--- src/rtl/unpack_len_pkg.sv ---
package unpack_len_pkg;
  typedef enum logic [1:0] {
    ST_IDLE = 2'd0,
    ST_DIV  = 2'd1,
    ST_CALC = 2'd2
  } ulc_state_e;

  localparam int CMD_W      = 32;
  localparam int CNT_LSB    = 16;
  localparam int WSEL_LSB   = 24;
  localparam int CSEL_LSB   = 26;
  localparam int REL_BIT    = 15;
  localparam int UNS_BIT    = 14;
  localparam int EBYTES_W   = 5;
endpackage

--- src/rtl/unpack_elem_size.sv ---
module unpack_elem_size
  import unpack_len_pkg::*;
(
  input  logic [1:0]          wsel,
  input  logic [1:0]          csel,
  output logic [EBYTES_W-1:0] ebytes
);
  logic [EBYTES_W-1:0] comps;

  always_comb begin
    comps = EBYTES_W'(csel) + EBYTES_W'(1);
    case (wsel)
      2'd0:    ebytes = comps << 2;
      2'd1:    ebytes = comps << 1;
      2'd2:    ebytes = comps;
      default: ebytes = EBYTES_W'(2);
    endcase
  end
endmodule

--- src/rtl/unpack_addr_gen.sv ---
module unpack_addr_gen #(
  parameter int ADDR_W = 10
) (
  input  logic              rel,
  input  logic [ADDR_W-1:0] imm,
  input  logic [ADDR_W-1:0] base,
  output logic [ADDR_W-1:0] qaddr
);
  always_comb begin
    if (rel) qaddr = imm + base;
    else     qaddr = imm;
  end
endmodule

--- src/rtl/unpack_seq_div.sv ---
module unpack_seq_div #(
  parameter int DVD_W = 9,
  parameter int DVS_W = 8
) (
  input  logic             clk,
  input  logic             rst,
  input  logic             start,
  input  logic [DVD_W-1:0] dividend,
  input  logic [DVS_W-1:0] divisor,
  output logic [DVD_W-1:0] quot,
  output logic [DVS_W-1:0] rem,
  output logic             fin
);
  localparam int STEP_W = $clog2(DVD_W + 1);

  logic [DVD_W-1:0]  dvd_sh;
  logic [DVS_W-1:0]  dvs_q;
  logic [DVS_W:0]    acc;
  logic [DVS_W:0]    trial;
  logic [STEP_W-1:0] steps;
  logic              running;

  assign trial = {acc[DVS_W-1:0], dvd_sh[DVD_W-1]};
  assign rem   = acc[DVS_W-1:0];

  always_ff @(posedge clk) begin
    if (rst) begin
      dvd_sh  <= '0;
      dvs_q   <= '0;
      acc     <= '0;
      quot    <= '0;
      steps   <= '0;
      running <= 1'b0;
      fin     <= 1'b0;
    end else begin
      fin <= 1'b0;
      if (start) begin
        dvd_sh  <= dividend;
        dvs_q   <= divisor;
        acc     <= '0;
        quot    <= '0;
        steps   <= STEP_W'(DVD_W);
        running <= 1'b1;
      end else if (running) begin
        if (trial >= {1'b0, dvs_q}) begin
          acc  <= trial - {1'b0, dvs_q};
          quot <= {quot[DVD_W-2:0], 1'b1};
        end else begin
          acc  <= trial;
          quot <= {quot[DVD_W-2:0], 1'b0};
        end
        dvd_sh <= dvd_sh << 1;
        steps  <= steps - STEP_W'(1);
        if (steps == STEP_W'(1)) begin
          running <= 1'b0;
          fin     <= 1'b1;
        end
      end
    end
  end
endmodule

--- src/rtl/unpack_len_calc.sv ---
module unpack_len_calc
  import unpack_len_pkg::*;
#(
  parameter  int CNT_W  = 8,
  parameter  int ADDR_W = 10,
  parameter  int REG_W  = 8,
  localparam int WC_W   = CNT_W + 3
) (
  input  logic              clk,
  input  logic              rst,
  input  logic              start,
  input  logic [CMD_W-1:0]  cmd_word,
  input  logic [REG_W-1:0]  cyc_cl,
  input  logic [REG_W-1:0]  cyc_wl,
  input  logic [ADDR_W-1:0] dbuf_base,
  output logic              done,
  output logic              illegal,
  output logic              unsigned_flag,
  output logic [WC_W-1:0]   word_count,
  output logic [ADDR_W+3:0] byte_addr
);
  localparam int DVD_W   = CNT_W + 1;
  localparam int PROD_W  = REG_W + DVD_W;
  localparam int BYTES_W = DVD_W + EBYTES_W;

  ulc_state_e          state;
  logic [DVD_W-1:0]    cnt_full, cnt_q;
  logic [REG_W-1:0]    cl_q;
  logic [EBYTES_W-1:0] eb_now, eb_q;
  logic [ADDR_W-1:0]   qaddr_now, qaddr_q;
  logic                uns_q, ill_q, skip_q;
  logic                ill_now, skip_now, accept, div_start;
  logic [DVD_W-1:0]    div_q;
  logic [REG_W-1:0]    div_r;
  logic                div_fin;
  logic [REG_W-1:0]    tail;
  logic [PROD_W-1:0]   eff_wide;
  logic [DVD_W-1:0]    eff;
  logic [BYTES_W-1:0]  total_bytes;
  logic [WC_W-1:0]     wc_next;

  unpack_elem_size u_esize (
    .wsel   (cmd_word[WSEL_LSB +: 2]),
    .csel   (cmd_word[CSEL_LSB +: 2]),
    .ebytes (eb_now)
  );

  unpack_addr_gen #(.ADDR_W(ADDR_W)) u_addr (
    .rel   (cmd_word[REL_BIT]),
    .imm   (cmd_word[ADDR_W-1:0]),
    .base  (dbuf_base),
    .qaddr (qaddr_now)
  );

  unpack_seq_div #(.DVD_W(DVD_W), .DVS_W(REG_W)) u_div (
    .clk      (clk),
    .rst      (rst),
    .start    (div_start),
    .dividend (cnt_full),
    .divisor  (cyc_wl),
    .quot     (div_q),
    .rem      (div_r),
    .fin      (div_fin)
  );

  always_comb begin
    if (cmd_word[CNT_LSB +: CNT_W] == '0) cnt_full = {1'b1, {CNT_W{1'b0}}};
    else                                  cnt_full = {1'b0, cmd_word[CNT_LSB +: CNT_W]};
    ill_now   = (cyc_wl == '0) && (cyc_cl != '0);
    skip_now  = (cyc_wl > cyc_cl);
    accept    = (state == ST_IDLE) && start;
    div_start = accept && skip_now && !ill_now;
  end

  always_comb begin
    tail        = (div_r < cl_q) ? div_r : cl_q;
    eff_wide    = PROD_W'(cl_q) * PROD_W'(div_q) + PROD_W'(tail);
    eff         = skip_q ? eff_wide[DVD_W-1:0] : cnt_q;
    total_bytes = BYTES_W'(eff) * BYTES_W'(eb_q);
    wc_next     = ill_q ? '0 : WC_W'((total_bytes + BYTES_W'(3)) >> 2);
  end

  always_ff @(posedge clk) begin
    if (rst) begin
      state         <= ST_IDLE;
      cnt_q         <= '0;
      cl_q          <= '0;
      eb_q          <= '0;
      qaddr_q       <= '0;
      uns_q         <= 1'b0;
      ill_q         <= 1'b0;
      skip_q        <= 1'b0;
      done          <= 1'b0;
      illegal       <= 1'b0;
      unsigned_flag <= 1'b0;
      word_count    <= '0;
      byte_addr     <= '0;
    end else begin
      done <= 1'b0;
      case (state)
        ST_IDLE: begin
          if (accept) begin
            cnt_q   <= cnt_full;
            cl_q    <= cyc_cl;
            eb_q    <= eb_now;
            qaddr_q <= qaddr_now;
            uns_q   <= cmd_word[UNS_BIT];
            ill_q   <= ill_now;
            skip_q  <= skip_now && !ill_now;
            state   <= div_start ? ST_DIV : ST_CALC;
          end
        end
        ST_DIV: begin
          if (div_fin) state <= ST_CALC;
        end
        ST_CALC: begin
          done          <= 1'b1;
          illegal       <= ill_q;
          unsigned_flag <= uns_q;
          word_count    <= wc_next;
          byte_addr     <= {qaddr_q, 4'b0000};
          state         <= ST_IDLE;
        end
        default: state <= ST_IDLE;
      endcase
    end
  end
endmodule

--- config.mk ---
export PLATFORM = sky130hd
export DESIGN_NAME = unpack_len_calc
export DESIGN_NICKNAME = d
export VERILOG_FILES = /design/src/rtl/unpack_len_pkg.sv /design/src/rtl/unpack_elem_size.sv /design/src/rtl/unpack_addr_gen.sv /design/src/rtl/unpack_seq_div.sv /design/src/rtl/unpack_len_calc.sv
export SDC_FILE = /design/constraint.sdc
export NUM_CORES = 1
export LEC_CHECK = 0
export ABC_AREA = 1
export ABC_CLOCK_PERIOD_IN_PS = 12900
export CAP_MARGIN = 20
export CORE_MARGIN = 1.5
export CORE_UTILIZATION = 55
export DETAILED_ROUTE_END_ITERATION = 8
export PLACE_DENSITY = 0.78
export SLEW_MARGIN = 20
export SYNTH_ARGS = -nofsm -noshare
export SYNTH_HDL_FRONTEND = slang
export SYNTH_SLANG_ARGS = --single-unit
--- constraint.sdc ---
create_clock -name clk -period 12.9 [get_ports clk]
set_input_delay 2.58 -clock clk [delete_from_list [all_inputs] [get_ports clk]]
set_output_delay 2.58 -clock clk [all_outputs]
set_load 0.005 [all_outputs]
# Yosys cells after proc, flatten, opt, wreduce, memory -nomap -nowiden
# Index checks and enable logic that the tools add are counted.
[totals]
register_bits = 101
inputBits = 61
out_inout_bits = 28
word_cells = 77
[op_classes]
addsub = 6
mul = 2
order_cmp = 3
n_eq_ne = 7
muxes = 21
bitwise_logic = 1
reduce_logical = 16
[ops]
columns = ["operator", "n"]
rows = [
  ["$mux W9", 4],
  ["$logic_not A8 Y1", 2],
  ["$mux W8", 2],
  ["$pmux W5 S3", 1],
  ["$add A13 B2 Y13 const B", 1],
  ["$mul A9 B5 Y13", 1],
  ["$mux W11", 1],
  ["$add A10 B10 Y10", 1],
  ["$mux W10", 1],
  ["$add A9 B8 Y9", 1],
  ["$ge A9 B8 Y1", 1],
  ["$mul A8 B9 Y9", 1],
  ["$gt A8 B8 Y1", 1],
  ["$lt A8 B8 Y1", 1],
  ["$mux W4", 2],
  ["$reduce_bool A8 Y1", 1],
  ["$sub A8 B8 Y8", 1],
  ["$mux W1", 6],
  ["$mux W2", 3],
  ["$logic_and A1 B1 Y1", 5],
  ["$eq A2 B1 Y1 const B", 2],
  ["$eq A2 B2 Y1 const B", 2],
  ["$eq A4 B1 Y1 const B", 1],
  ["$logic_not A2 Y1", 2],
  ["11 further kinds", 12],
]

# Logic depth before layout (Yosys ltp)
# Gate-level depths: netlist of run 1.
[logic_depth]
word_depth = 7
depth_mapped = 45

# Cells and area by module
# From an unflattened synthesis of run 1, not the netlist that was laid out.
[unflattened]
cells_unflattened = 1182
area_unflattened_um2 = 8217.9
[by_module_without_submodules]
columns = ["module", "n_inst", "cells_each", "area_each_um2"]
rows = [
  ["unpack_len_calc", 1, 789, 5565.3],
  ["unpack_seq_div", 1, 274, 2004.4],
  ["unpack_addr_gen", 1, 102, 559.3],
  ["unpack_elem_size", 1, 17, 88.8],
]

# Worst setup path after synthesis of run 1
# No wires, ideal clock.
[synth_path]
kind = "register to register"
from = "register cl_q[1]"
to = "register word_count[8]"
setup_time_ns = 0.071
arrival_time_ns = 7.609
slack_ns = 5.220
stages_incl_launch_ff = 38
n_path_buf = 2
synth_period_minus_slack_ns = 7.680
path_cell_list = "dfxtp_1 > buf_4 > inv_1 > ha_1 > a21boi_0 > o211ai_1 > nand2_1 > a21o_1 > a21oi_1 > o21ai_1 > buf_2 > o21ai_0 > fa_1 > inv_1 > fa_1 > ha_1 > inv_1 > fa_1 > (+2 left out) > or2_2 > a31oi_1 > nor2_1 > fa_1 > fa_1 > inv_1 > fa_1 > inv_1 > ha_1 > nand2_1 > inv_1 > a221oi_1 > o21ai_2 > nand2_2 > nand2_1 > a21boi_0 > o21ai_0 > a21oi_1"
[synth_via]
elab_chain_len = 7
[synth_rtl]
columns = ["item", "line", "source"]
rows = [
  ["from (decl)", "unpack_len_calc.sv:28", "logic [REG_W-1:0] cl_q;"],
  ["from (signal assigned)", "unpack_len_calc.sv:104", "cl_q <= cyc_cl;"],
  ["parallel branches: the longest is 2 deep, another holds $mul A8 B9 Y9", "-", ""],
  ["$add A9 B8 Y9 *", "unpack_len_calc.sv:77", "eff_wide = PROD_W'(cl_q) * PROD_W'(div_q) + PROD_W'(tail);"],
  ["$mux W9 *", "unpack_len_calc.sv:78", "eff = skip_q ? eff_wide[DVD_W-1:0] : cnt_q;"],
  ["$mul A9 B5 Y13 *", "unpack_len_calc.sv:79", "total_bytes = BYTES_W'(eff) * BYTES_W'(eb_q);"],
  ["$add A13 B2 Y13 *", "unpack_len_calc.sv:80", "wc_next = ill_q ? '0 : WC_W'((total_bytes + BYTES_W'(3)) >> 2);"],
  ["$mux W11 *", "unpack_len_calc.sv:80", ""],
  ["to (signal assigned)", "unpack_len_calc.sv:120", "word_count <= wc_next;"],
  ["to (decl)", "unpack_len_calc.sv:19", "output logic [WC_W-1:0] word_count,"],
]
# Every way passes the cells marked *.
# A chain may end at the register's enable or synchronous reset.

# Final worst setup path of run 1
# Same ends and word-level chain as after synthesis.

==> results of run 1 <==
kinds of logic (layout without fill, tap and decap cells):
family | after synthesis | count (layout) | share of synthesized area
AND/OR/NAND/NOR | 393 | 393 | 0.2087
AO/OA/AOI/OAI | 237 | 237 | 0.1675
buffers and inverters | 235 | 288 | 0.1180
adder cells (fa/ha/maj) | 121 | 121 | 0.2362
flip-flops | 101 | 101 | 0.2559
XOR/XNOR | 12 | 12 | 0.01330
other | 1 | 4 | 0.0004745
cell type report:
type | instances | area (um^2) | share of cell area
clock buffer | 9 | 225.2 | 0.02485
clock inverter | 7 | 115.1 | 0.01270
inverter | 191 | 716.9 | 0.07911
multi-input combinational | 767 | 4960 | 0.5473
sequential | 101 | 2022 | 0.2231
tap | 180 | 225.2 | 0.02485
timing repair buffer | 81 | 798.3 | 0.08809
flip-flops by register name (all words and copies together), names as in the netlist, 2 cells and up:
register	count
u_div.dvd_sh	9
eb_q	5
byte_addr	10
state	2
u_div.steps	4
cnt_q	9
u_div.quot	9
word_count	11
u_div.acc	8
cl_q	8
qaddr_q	10
u_div.dvs_q	8
worst max-delay path, delay by kind of cell, from the launching register on:
family / cells / cell delay (ns)
compound gates: 12 / 2.61
fa+ha+maj: 10 / 4.39
buf+inv: 7 / 0.46
flops: 1 / 0.52
simple gates: 6 / 0.72
stage by stage:
stage	cells	setup WS, ns	cell area (um^2)	util
after floorplan	1103	5.220	7914	-
after global placement	1320	4.289	8722	0.6259
after detailed placement	1320	4.119	8722	0.6259
after CTS	1336	4.116	9062	0.6504
after global routing	1336	3.495	9062	0.6504
final	1336	4.122	9062	0.6504
routing by layer:
metal	GRT usage	vias up	part of all wire
li1	-	3626	-
met1	0.3395	3280	0.46
met2	0.4076	173	0.47
met3	0.03764	16	0.054
met4	0.06395	0	0.013
met5	0	-	0
final timing paths:
kind	to	slack [ns]
min reg2reg	cnt_q[2]	0.45
min	cnt_q[2]	0.45
max	word_count[8]	4.12
max reg2reg	word_count[8]	4.12
synth_stat cells (2+ instances only):
master and number:
dfxtp_1 101, nand4_1 5, a221oi_1 5, nand3_1 32, nand2_1 230, nand3_2 3, o21ai_1 3, o31ai_1 3
nor2_1 86, inv_2 2, nand2_2 3, or2_2 10, clkbuf_1 28, o21bai_1 4, a21o_1 3, a211oi_1 10
a31oi_1 10, clkinv_1 3, xor2_1 8, inv_1 186, o21ai_2 2, xnor2_1 4, o22ai_1 3, a21boi_0 4
buf_4 10, a21oi_1 101, ha_1 74, o211ai_1 7, buf_2 4, nor4_1 6, nor3_1 9, o21ai_0 79
fa_1 47, nand3b_1 5
power by group:
part           switching [W]  total, W  internal (W)
logic               0.000195  0.000322      0.000126
registers          0.0000247  0.000363      0.000338
clock network       0.000131  0.000306      0.000175
total               0.000351  0.000990      0.000640
cells in the final DEF, fill, tap and decap left out, drive strengths merged, types with 2 or more instances in the layout:
master / count
a211oi: 10
a21boi: 4
a21o: 3
a21oi: 102
a221oi: 5
a31oi: 10
buf: 5
bufinv: 2
clkbuf: 9
clkdlybuf4s50: 76
clkinv: 4
conb: 4
dfxtp: 101
fa: 47
ha: 74
inv: 191
nand2: 234
nand3: 35
nand3b: 5
nand4: 5
nor2: 87
nor3: 10
nor4: 6
o211ai: 7
o21ai: 84
o21bai: 4
o22ai: 3
o31ai: 3
or2: 10
xnor2: 4
xor2: 8
==> impl_metrics.env, run 1 <==
export IMPL_syn_avg_cell_area_um2=7.184
export IMPL_peakVddDrop_mv=0.08195
export IMPL_io_buffers=76
export IMPL_drtIter0Drc=446
export IMPL_ys_async_sr_fraction=0
export IMPL_clk_pin_slew_ns=0.08
export IMPL_route_detailed_drc=0
export IMPL_drive_gt1_frac=0.03979
export IMPL_layout_nets=1333
export IMPL_slew_viol_final=0
export IMPL_cp_required_ns=13.19
export IMPL_die_w_um=122.9
export IMPL_design_core_area_um2=13930
export IMPL_final_period_utilization=0.6805
export IMPL_diodes=0
export IMPL_ctsHtreeMaxLevel=3
export IMPL_rsz0062_at_grt="false"
export IMPL_slowest_delay_ns=0.67
export IMPL_rows=43
export IMPL_dieArea_um2=15100
export IMPL_min_path_type="reg2reg"
export IMPL_yosys_area_top_type="dfxtp_1"
export IMPL_finClkSkew_ns=0.01237
export IMPL_synthTopCellsByArea="dfxtp_1 26%, fa_1 12%, ha_1 12%"
export IMPL_setup_viol=0
export IMPL_viasPerCell=5.311
export IMPL_cts_buffer_depth=2
export IMPL_drt_wirelength_per_cell_um=13.05
export IMPL_cts_sinks=101
export IMPL_ys_ff_latch=101
export IMPL_areaGrowthSynthToFinish_pct=14.68
export IMPL_insertion_delay_ns=0.36
export IMPL_max_slew_margin=0.3254
export IMPL_grt_max_degree=52
export IMPL_cp_slowest_cell="o21ai_1"
export IMPL_hpwl_mm=13.35
export IMPL_power_w=0.0009904
export IMPL_ios=89
export IMPL_tightest_slew_ns=1.011
export IMPL_overflow=0
export IMPL_ys_seq_area_frac=0.2559
export IMPL_synth_cells=1100
export IMPL_antenna_found_initial=0
export IMPL_first_pass_iters=5
export IMPL_cp_start_kind="flop"
export IMPL_fmax_ghz=0.1139
export IMPL_finalWirelength_mm=17.43
export IMPL_crit_arrival_ns=9.07
export IMPL_max_cap_violations=0
export IMPL_yosysTopAreaCellShare=0.2559
export IMPL_worstHoldStart="cnt_q[2]"
export IMPL_vias=7095
export IMPL_grt_pass1_wl_mm=29.97
export IMPL_synth_flop_cell="dfxtp_1"
export IMPL_post_synth_num_cell_types=44
export IMPL_gp_congestion=0.8757
export IMPL_hold_slack_ns=0.4518
export IMPL_cts_root_buf="clkbuf_16"
export IMPL_cp_end_kind="flop"
export IMPL_cts_made_buffers=9
export IMPL_cts_tree="yes"
export IMPL_synth_edff_count=0
export IMPL_post_synth_instance_area_um2=7903
export IMPL_period_minus_slack_ns=8.778
export IMPL_min_path_cells=2
export IMPL_reg2reg_from="cl_q[1]"
export IMPL_setup_tns_ns=0
export IMPL_ys_warn_count=0
export IMPL_ctsResizeCount=0
export IMPL_grt_usage=0.2475
export IMPL_post_cts_buffers=0
export IMPL_ctsHoldBuffers=0
export IMPL_r2r_cells=35
export IMPL_status="completed"
export IMPL_crit_fanout=16
export IMPL_initial_core_util=0.5671
export IMPL_p_leak_nw=4.324
export IMPL_cp_startpoint="cl_q[1]"
export IMPL_crit_type="reg2reg"
export IMPL_die_h_um=122.9
export IMPL_drtAntennaViolNets=0
export IMPL_grt_pass1_vias=6517
export IMPL_fillCellCount=1191
export IMPL_powerDensity_nw_per_um2=109.3
export IMPL_hold_violations=0
No activity file was read; power rests on OpenSTA's default activity.
==> run 2, diff against run 1 <==
--- a/config.mk
+++ b/config.mk
@@ -6,7 +6,7 @@
 export NUM_CORES = 1
 export LEC_CHECK = 0
 export ABC_AREA = 1
-export ABC_CLOCK_PERIOD_IN_PS = 12900
+export ABC_CLOCK_PERIOD_IN_PS = 8200
 export CAP_MARGIN = 20
 export CORE_MARGIN = 1.5
 export CORE_UTILIZATION = 55
==> constraint.sdc (replaced) <==
create_clock -name clk -period 8.2 [get_ports clk]
set_input_delay 1.64 -clock clk [delete_from_list [all_inputs] [get_ports clk]]
set_output_delay 1.64 -clock clk [all_outputs]
set_load 0.005 [all_outputs]
==> run 2 against run 1 <==
Effect of this change:
- worst hold slack better by 0.0030 ns
- clock skew about the same
- combinational power up 69%
- clock power is 41% higher
- wire length increased by 0.92%
- first-iteration DRC count shrank 3.1%
- die area unchanged
- non-clock buffer count up 6
- total power grew 56%
- via count increased by 0.82%
- final area up 1.2%
- largest power group unchanged
==> impl_metrics.env, run 2 (synthesized netlist as in run 1, its figures left out) <==
export IMPL_status="completed"
export IMPL_regMostFlops="word_count"
export IMPL_final_period_utilization=0.9506
export IMPL_vias=7153
export IMPL_antenna_found_initial=0
export IMPL_final_common_cell="nand2_1"
export IMPL_drive_gt1_frac=0.06363
export IMPL_hold_slack_ns=0.4548
export IMPL_grt_pass1_wl_mm=30.04
export IMPL_period_minus_slack_ns=7.795
export IMPL_crit_type="reg2reg"
export IMPL_rows=43
export IMPL_largest_reg_flops=11
export IMPL_first_pass_iters=4
export IMPL_drt_wirelength_per_cell_um=13.10
export IMPL_cts_buffer_depth=2
export IMPL_powerDensity_nw_per_um2=168.2
export IMPL_rsz0062_at_grt="true"
export IMPL_drtIter0Drc=432
export IMPL_finalWirelength_mm=17.59
export IMPL_cts_root_buf="clkbuf_16"
export IMPL_dieArea_um2=15100
export IMPL_cts_tree="yes"
export IMPL_grt_pass1_vias=6602
export IMPL_setup_viol=0
export IMPL_viasPerCell=5.326
export IMPL_crit_fanout=5
export IMPL_ctsHoldBuffers=0
export IMPL_grt_max_degree=53
export IMPL_grt_usage=0.2473
export IMPL_reg_top3="word_count: 11 flops, byte_addr: 10 flops, qaddr_q: 10 flops"
export IMPL_overflow=0
export IMPL_slowest_delay_ns=0.54
export IMPL_slew_viol_final=0
export IMPL_peakVddDrop_mv=0.1104
export IMPL_place_area_um2=8745
export IMPL_io_buffers=76
export IMPL_finClkSkew_ns=0.01242
export IMPL_clk_pin_slew_ns=0.08
export IMPL_crit_path_frequent_cell="inv_1"
export IMPL_p_leak_nw=4.354
export IMPL_cts_made_buffers=9
export IMPL_ios=89
export IMPL_cp_end_kind="flop"
export IMPL_layout_common_cells="229 x nand2_1, 185 x inv_1, 99 x a21oi_1, 99 x dfxtp_1, 85 x nor2_1"
export IMPL_hold_violations=0
export IMPL_cts_sinks=101
export IMPL_cp_slowest_cell="fa_1"
export IMPL_fmax_ghz=0.1283
export IMPL_ctsHtreeMaxLevel=3
export IMPL_max_cap_violations=0
export IMPL_layout_nets=1340
export IMPL_design_core_area_um2=13930
export IMPL_cp_start_kind="flop"
export IMPL_utilization=0.6583
export IMPL_die_h_um=122.9
export IMPL_max_slew_margin=0.3187
export IMPL_drtAntennaViolNets=0
export IMPL_hpwl_mm=13.51
export IMPL_tightest_slew_ns=1.021
export IMPL_cp_required_ns=8.44
export IMPL_min_path_type="reg2reg"
export IMPL_diodes=0
export IMPL_initial_core_util=0.5671
export IMPL_areaGrowthSynthToFinish_pct=16.07
export IMPL_insertion_delay_ns=0.36
export IMPL_die_w_um=122.9
export IMPL_route_detailed_drc=0
export IMPL_crit_arrival_ns=8.03
export IMPL_postLayoutCellArea_um2=9173
export IMPL_gp_congestion=0.8750
[run 2: changes by cell type in the layout (fill, tap and decap cells not counted), moves of 3 or more]
cell	delta
o21ai_0	-8
o21ai_1	+3
o21ai_2	+6
buf_4	+6
[run 2: path summary, 6_finish.rpt]
path                                from            end  slack [ns]  cells past startpoint
worst min register to register  cnt_q[3]       cnt_q[3]        0.45                      2
worst min-delay path            cnt_q[3]       cnt_q[3]        0.45                      2
worst max register to register   cl_q[1]  word_count[9]        0.41                     37
worst max-delay path             cl_q[1]  word_count[9]        0.41                     37
[run 2: repair_timing]
| action | CTS | global route |
|---|---|---|
| hold endpoints to repair | 0 | 0 |
| setup endpoints to repair | 1 | 5 |
| pin swaps | 0 | 4 |
| setup buffers | 0 | 3 |
| cloned | 0 | 1 |
| resized for setup | 1 | 30 |
[run 2: layout make-up]
class / count / area, um^2
Clock buffer: 9 / 225.2
Timing Repair Buffer: 87 / 843.3
Fill cell: 1216 / 4762
Clock inverter: 7 / 78.83
Inverter: 191 / 716.9
Tap cell: 180 / 225.2
Multi-Input combinational cell: 768 / 5059
Sequential cell: 101 / 2024
[run 2: stage by stage]
step	setup TNS, ns	power [W]	instances	worst slack, ns
detailed placement	-0.01793	0.001095	1323	-0.01793
floorplan	0	0.0009449	1103	0.5204
global route	-0.1129	0.001658	1343	-0.08148
finish	0	0.001542	1343	0.4050
global placement	0	0.001079	1323	0.1245
CTS	0	0.001522	1339	0.07379
[run 2: critical path: cells and delay by family, from the launching register on]
kind,cells,cell delay (ns)
compound gates,11,1.43
simple gates,6,0.81
fa+ha+maj,11,4.40
flops,1,0.33
buf+inv,9,0.70
[run 2: report_power, final]
group	internal, W	leakage [nW]	total [W]	switching, W
clock network	0.000217	0.142	0.000430	0.000214
registers	0.000532	0.828	0.000568	0.0000356
logic	0.000216	3.38	0.000544	0.000328
total	0.000965	4.35	0.00154	0.000577
[run 2: routing by layer]
layer,vias up,wire [um],GRT usage
met5,-,0,0
li1,3644,-,-
met2,168,8319,0.4014
met3,18,894,0.03857
met1,3323,8122,0.3395
met4,0,257,0.07413
